[config.mk]
export PLATFORM = sky130hd
export DESIGN_NAME = nrts_gen
export DESIGN_NICKNAME = d
export VERILOG_FILES = /design/src/rtl/nrts_pkg.sv /design/src/rtl/nrts_trig_decode.sv /design/src/rtl/nrts_req_mux.sv /design/src/rtl/nrts_pin_stage.sv /design/src/rtl/nrts_gen.sv
export SDC_FILE = /design/constraint.sdc
export NUM_CORES = 1
export LEC_CHECK = 0
export BUFFER_PORTS_ARGS = -buffer_cell sky130_fd_sc_hd__buf_4
export CORE_AREA = 5 5 42 44
export CTS_BUF_LIST = sky130_fd_sc_hd__clkbuf_2
export DETAILED_ROUTE_END_ITERATION = 7
export DIE_AREA = 0 0 47 49
export GPL_TIMING_DRIVEN = 0
export HOLD_SLACK_MARGIN = 0.05
export MAX_ROUTING_LAYER = met4
export PLACE_DENSITY = 0.42
export SETUP_SLACK_MARGIN = 0.3
export SKIP_CTS_REPAIR_TIMING = 1
export SLEW_MARGIN = 0
export SYNTH_ARGS = -nofsm -noshare
export SYNTH_HDL_FRONTEND = slang
export SYNTH_SLANG_ARGS = --single-unit
[constraint.sdc]
create_clock -name clk -period 1.6 [get_ports clk]
set_input_delay 0.32 -clock clk [delete_from_list [all_inputs] [get_ports clk]]
set_output_delay 0.32 -clock clk [all_outputs]
set_load 0.005 [all_outputs]
[src/rtl/nrts_pkg.sv]
package nrts_pkg;

  typedef enum logic {
    MODE_SW   = 1'b0,
    MODE_AUTO = 1'b1
  } rts_mode_e;

  // Trigger code to byte threshold; codes above 3 select the top level.
  function automatic int unsigned trig_level(input logic [3:0] code,
                                             input int unsigned l0,
                                             input int unsigned l1,
                                             input int unsigned l2,
                                             input int unsigned l3);
    case (code)
      4'd0:    trig_level = l0;
      4'd1:    trig_level = l1;
      4'd2:    trig_level = l2;
      default: trig_level = l3;
    endcase
  endfunction

endpackage

[src/rtl/nrts_trig_decode.sv]
module nrts_trig_decode #(
  parameter int unsigned CNT_W = 5,
  parameter int unsigned LVL0  = 1,
  parameter int unsigned LVL1  = 4,
  parameter int unsigned LVL2  = 8,
  parameter int unsigned LVL3  = 14
) (
  input  logic             clk,
  input  logic             rst,
  input  logic [3:0]       trig_code,
  output logic [CNT_W-1:0] level
);
  import nrts_pkg::*;

  localparam int unsigned TOP_LVL = LVL3;

  always_comb begin
    level = CNT_W'(trig_level(trig_code, LVL0, LVL1, LVL2, LVL3));
  end

  // reserved codes fall back to the top level
  a_r4_reserved_top: assert property (@(posedge clk) disable iff (rst)
    (trig_code > 4'd3) |-> (level == CNT_W'(TOP_LVL)));

  // decoded threshold is always one of the four levels
  a_r4_level_legal: assert property (@(posedge clk) disable iff (rst)
    (level == CNT_W'(LVL0)) || (level == CNT_W'(LVL1)) ||
    (level == CNT_W'(LVL2)) || (level == CNT_W'(LVL3)));

endmodule

[src/rtl/nrts_req_mux.sv]
module nrts_req_mux #(
  parameter int unsigned CNT_W = 5
) (
  input  logic             clk,
  input  logic             rst,
  input  logic [CNT_W-1:0] fifo_count,
  input  logic [CNT_W-1:0] level,
  input  logic             auto_en,
  input  logic             sw_rts,
  output logic             req
);
  import nrts_pkg::*;

  rts_mode_e mode;
  logic      room;

  always_comb begin
    mode = auto_en ? MODE_AUTO : MODE_SW;
    room = (fifo_count < level);
    case (mode)
      MODE_AUTO: req = room;
      default:   req = sw_rts;
    endcase
  end

  // count at or past the threshold withdraws the request
  a_r3_full_withdraws: assert property (@(posedge clk) disable iff (rst)
    (auto_en && (fifo_count >= level)) |-> !req);

  // count below the threshold keeps the request
  a_r2_room_requests: assert property (@(posedge clk) disable iff (rst)
    (auto_en && (fifo_count < level)) |-> req);

  // software mode follows the control bit
  a_r5_sw_follow: assert property (@(posedge clk) disable iff (rst)
    !auto_en |-> (req == sw_rts));

endmodule

[src/rtl/nrts_pin_stage.sv]
module nrts_pin_stage #(
  parameter logic PIN_RST = 1'b1
) (
  input  logic clk,
  input  logic rst,
  input  logic req,
  input  logic pol_inv,
  output logic pin
);
  logic pin_q;

  always_ff @(posedge clk) begin
    if (rst) pin_q <= PIN_RST;
    else     pin_q <= pol_inv ? ~req : req;
  end

  assign pin = pin_q;

  // pin reflects the request through the selected polarity one edge later
  a_r6_polarity: assert property (@(posedge clk) disable iff (rst)
    1'b1 |=> (pin == ($past(pol_inv) ? ~$past(req) : $past(req))));

  // no change on the pin while its inputs hold
  a_r8_quiet: assert property (@(posedge clk) disable iff (rst)
    (!$past(rst) && $stable(req) && $stable(pol_inv)) |=> $stable(pin));

endmodule

[src/rtl/nrts_gen.sv]
module nrts_gen #(
  parameter int unsigned CNT_W = 5,
  parameter int unsigned LVL0  = 1,
  parameter int unsigned LVL1  = 4,
  parameter int unsigned LVL2  = 8,
  parameter int unsigned LVL3  = 14
) (
  input  logic             clk,
  input  logic             rst,
  input  logic [CNT_W-1:0] fifo_count,
  input  logic [3:0]       trig_code,
  input  logic             auto_en,
  input  logic             sw_rts,
  input  logic             pol_inv,
  output logic             rts_n_pin,
  output logic             rts_pin_status
);
  localparam logic PIN_IDLE = 1'b1;

  logic [CNT_W-1:0] level;
  logic             req;
  logic             pin;

  nrts_trig_decode #(
    .CNT_W(CNT_W), .LVL0(LVL0), .LVL1(LVL1), .LVL2(LVL2), .LVL3(LVL3)
  ) u_dec (
    .clk(clk), .rst(rst), .trig_code(trig_code), .level(level)
  );

  nrts_req_mux #(.CNT_W(CNT_W)) u_mux (
    .clk(clk), .rst(rst), .fifo_count(fifo_count), .level(level),
    .auto_en(auto_en), .sw_rts(sw_rts), .req(req)
  );

  nrts_pin_stage #(.PIN_RST(PIN_IDLE)) u_pin (
    .clk(clk), .rst(rst), .req(req), .pol_inv(pol_inv), .pin(pin)
  );

  assign rts_n_pin      = pin;
  assign rts_pin_status = pin;

  // reset forces the idle level on the pin
  a_r1_reset_idle: assert property (@(posedge clk)
    rst |=> (rts_n_pin == PIN_IDLE));

  // readback matches the pin
  a_r7_status_match: assert property (@(posedge clk) disable iff (rst)
    rts_pin_status == rts_n_pin);

endmodule

After elaboration in Yosys (flattened, before gate mapping)
Index checks and enable logic that the tools add are counted.
{"block": "op_classes", "eq_ne": 2, "order_cmp": 1, "mux": 4, "reduce_logical": 1, "bitwise": 1}
{"operator": "$pmux 4 s3", "count": 1}
{"operator": "$lt 5x4->1", "count": 1}
{"operator": "$eq 4x1->1 const B", "count": 1}
{"operator": "$eq 4x2->1 const B", "count": 1}
{"operator": "$logic_not 4->1", "count": 1}
{"operator": "$mux 1", "count": 3}
{"operator": "$not 1->1", "count": 1}
{"block": "totals", "regBits": 1, "wordCells": 10, "out_inout_bits": 2, "inputBits": 14}

Depth between registers and ports, before layout
{"block": "logic_depth", "word_depth": 6, "ltp_mapped": 6, "depth_no_buf": 6}

Modules after synthesis
A second synthesis with hierarchy kept.
{"block": "hier_totals", "hier_cells": 28, "hier_area_um2": 207.7}
{"module": "nrts_req_mux", "seq_area_each_um2": 0.0, "cells_each": 18, "area_per_inst_um2": 125.1, "instances": 1}
{"module": "nrts_trig_decode", "seq_area_each_um2": 0.0, "cells_each": 6, "area_per_inst_um2": 40.0, "instances": 1}
{"module": "nrts_pin_stage", "seq_area_each_um2": 20.0, "cells_each": 3, "area_per_inst_um2": 35.0, "instances": 1}
{"module": "nrts_gen", "seq_area_each_um2": 0.0, "cells_each": 1, "area_per_inst_um2": 7.5, "instances": 1}

Worst setup path before layout
OpenSTA, ideal clock, no wires.
{"block": "synth_path", "path_kind": "in2reg", "startpoint": "input trig_code[0]", "endpoint": "register u_pin.pin_q, in the netlist u_pin.pin", "stages": 6, "setup_time_ns": 0.072, "path_slack_ns": 0.199, "arrival_time_ns": 1.329, "t_required_ns": 1.528, "n_path_buf": 0, "path_cell_list": "nor3_4 -> ha_1 -> a21oi_1 -> nor3b_1 -> a211oi_2 -> mux2i_1"}
{"block": "synth_between", "elab_chain_cells": 6, "word_cells_on_any_way": 8, "cone_classes": "order compare: 1; eq/ne: 2; mux: 3; bitwise: 1; reduce/logical: 1"}
{"element": "start, declared", "line_no": "nrts_gen.sv:11", "source": "input logic [3:0] trig_code,"}
{"element": "$eq 4x2->1, or another cell as far along", "line_no": "nrts_pkg.sv:14", "source": "case (code)"}
{"element": "$pmux 4 s3 (*)", "line_no": "nrts_pkg.sv:14"}
{"element": "$lt 5x4->1 (*)", "line_no": "nrts_req_mux.sv:19", "source": "room = (fifo_count < level);"}
{"element": "$mux 1 (*)", "line_no": "nrts_req_mux.sv:20", "source": "case (mode)"}
{"element": "$not 1->1", "line_no": "nrts_pin_stage.sv:14", "source": "else pin_q <= pol_inv ? ~req : req;"}
{"element": "$mux 1 (*)", "line_no": "nrts_pin_stage.sv:14"}
{"element": "end signal, assigned", "line_no": "nrts_pin_stage.sv:14"}
{"element": "end, declared", "line_no": "nrts_pin_stage.sv:10", "source": "logic pin_q;"}
Every way passes the cells marked *; elsewhere a longest branch is shown, timed or not.
A chain may end at the register's enable or synchronous reset.

Final worst setup path
{"block": "layout_path", "startpoint": "input trig_code[2]", "endpoint": "register u_pin.pin_q, in the netlist u_pin.pin"}
The elaborated chain is that of the path after synthesis.

==> results.cfg <==
[run_status]
status = completed

[setup_path]
required_ns = 1.52
worst-setup-path-type = in -> reg
critPathArrivalTime_ns = 1.52
critPathCaptureType = register
crit_start = trig_code[2]
cp_max_fo = 3
crit_path_start_kind = input pin

[drt]
drt_iter0_drc = 0
drc_errors = 0
firstDrtPassIters = 1
ant_nets = 0
drt_wl_total_um = 519
vias = 195
routedWlPerCell_um = 9.79
viasPerCell = 3.68

[yosys]
syn_inst = 21
synth_edf_count = 0
async_reset_ff_share_pct = 0
syn_nets = 38
synth_top_flop_cell = dfxtp_1
ys_seq_elements = 1
netlist_top_cells_area = ha_1, dfxtp_1, nor3_4, nor3b_1, a211oi_2
avgSynthCellArea_um2 = 8.52
yosysWarnings = 0
synth_area_leader_cell = ha_1
syn_area_um2 = 179
yosysSeqAreaShare_pct = 11.2
synth_cell_types = 14
synth_top_area_share_pct = 21.0
yosys-top-cells-count = ha_1, nor2_1, a21oi_1, nor2b_1, nor3b_1

[timing]
worst_pin_slew_ns = 0.233
rsz0062_at_grt = yes
timing.final.crit_share_pct = 99.7
slew_headroom_pct = 84.4
fin_tns_setup_ns = 0
drv_slew = 0
hold_viol = 0
fmax_mhz = 627
fin_crit_ns = 1.59
setup_viol = 0

[global_route]
grt_max_degree = 4
grt_pass1_wl_um = 669
grt_pass1_vias = 165
antenna_found_initial = 0
grt_usage_pct = 3.67
grt-ovfl-total = 0

[cells_and_area]
drive_gt1_share_pct = 64.9
n_antenna_cell = 0
multiInputGateArea_um2 = 178
fin_nets = 56
final_area_um2 = 357
post-route-util_pct = 25.4
largest_reg_flops = 1
regArea_um2 = 20.0
area_growth_pct = 99.3
fillers = 161

[floorplanning]
fp.coreArea_um2 = 1400
die-area_um2 = 2300
top_level_ports = 16
die_w_um = 47
num_rows = 14
initial_utilization_pct = 12.8
chipHeight_um = 49

[power]
cellLeakagePower_nw = 0.153
p_per_area_nw_per_um2 = 294
power_mw = 0.105
vdd_drop_max_v = 0.0000815

[hold_path]
hold_path.class = in -> reg
hold_start = rst

[placed_design]
globalplace.congestion = 0.668
port_buffers = 15
dpl_cell_area_um2 = 317

[run]
cap_violations = 0

[cts]
clk_pin_slew_ns = 0
[per-stage QoR]
stage / cells / worst slack (ns) / hold slack (ns)
after detailed placement: 52 / -0.0196 / 0.601
after floorplan: 21 / 0.247 / 0.476
after global routing: 53 / -0.0963 / 0.646
after CTS: 52 / -0.0205 / 0.601
final: 53 / 0.00552 / 0.593
after global placement: 52 / -0.00984 / 0.586
[power by group]
part           switching [mW]  internal, mW
Combinational          0.0270        0.0486
Clock                       0             0
Sequential            0.00132        0.0278
Total                  0.0283        0.0764
[cell type report]
type                            instances  area share (%)
Tap cell                               16            5.61
Multi-Input combinational cell         19            49.8
Buffer                                  1            2.11
Timing Repair Buffer                   16            36.8
Sequential cell                         1            5.61
[layout by cell type, fill, tap and decap left out, drive strengths merged, types with 2 or more instances in the layout]
master / netlist / layout
buf: 1 / 17
a21oi: 2 / 2
a211oi: 2 / 2
nor2: 3 / 3
nor3: 2 / 2
nor2b: 2 / 2
ha: 3 / 3
nor3b: 2 / 2
[layer usage]
metal	share of wire (%)	up-vias	track usage, %
met5	0	-	-
met2	29	16	3.17
met1	54	67	8.06
met3	17	0	0
met4	0	0	0
li1	-	112	-
[cells by family after synthesis]
group                      count (synthesis)  synth area share [%]
muxes                                      1                  5.59
DFF                                        1                  11.2
AOI/OAI and AO/OA                          4                  16.8
and+or+nand+nor                           11                  41.3
buffers and inverters                      1                  4.20
adders and majority gates                  3                  21.0
[worst max-delay path, stage by stage]
cell and delay [ns]:
buf_8 0.10, nor3_4 0.22, ha_4 0.23, a21oi_2 0.15, nor3b_2 0.06, a211oi_2 0.23
mux2i_1 0.20
[final timing paths]
kind / end / slack, ns / cells past startpoint
setup / recovery: u_pin.pin$_SDFF_PP1_ / 0.006 / 7
hold / removal: u_pin.pin$_SDFF_PP1_ / 0.59 / 3
(Power assumes the default switching activity.)
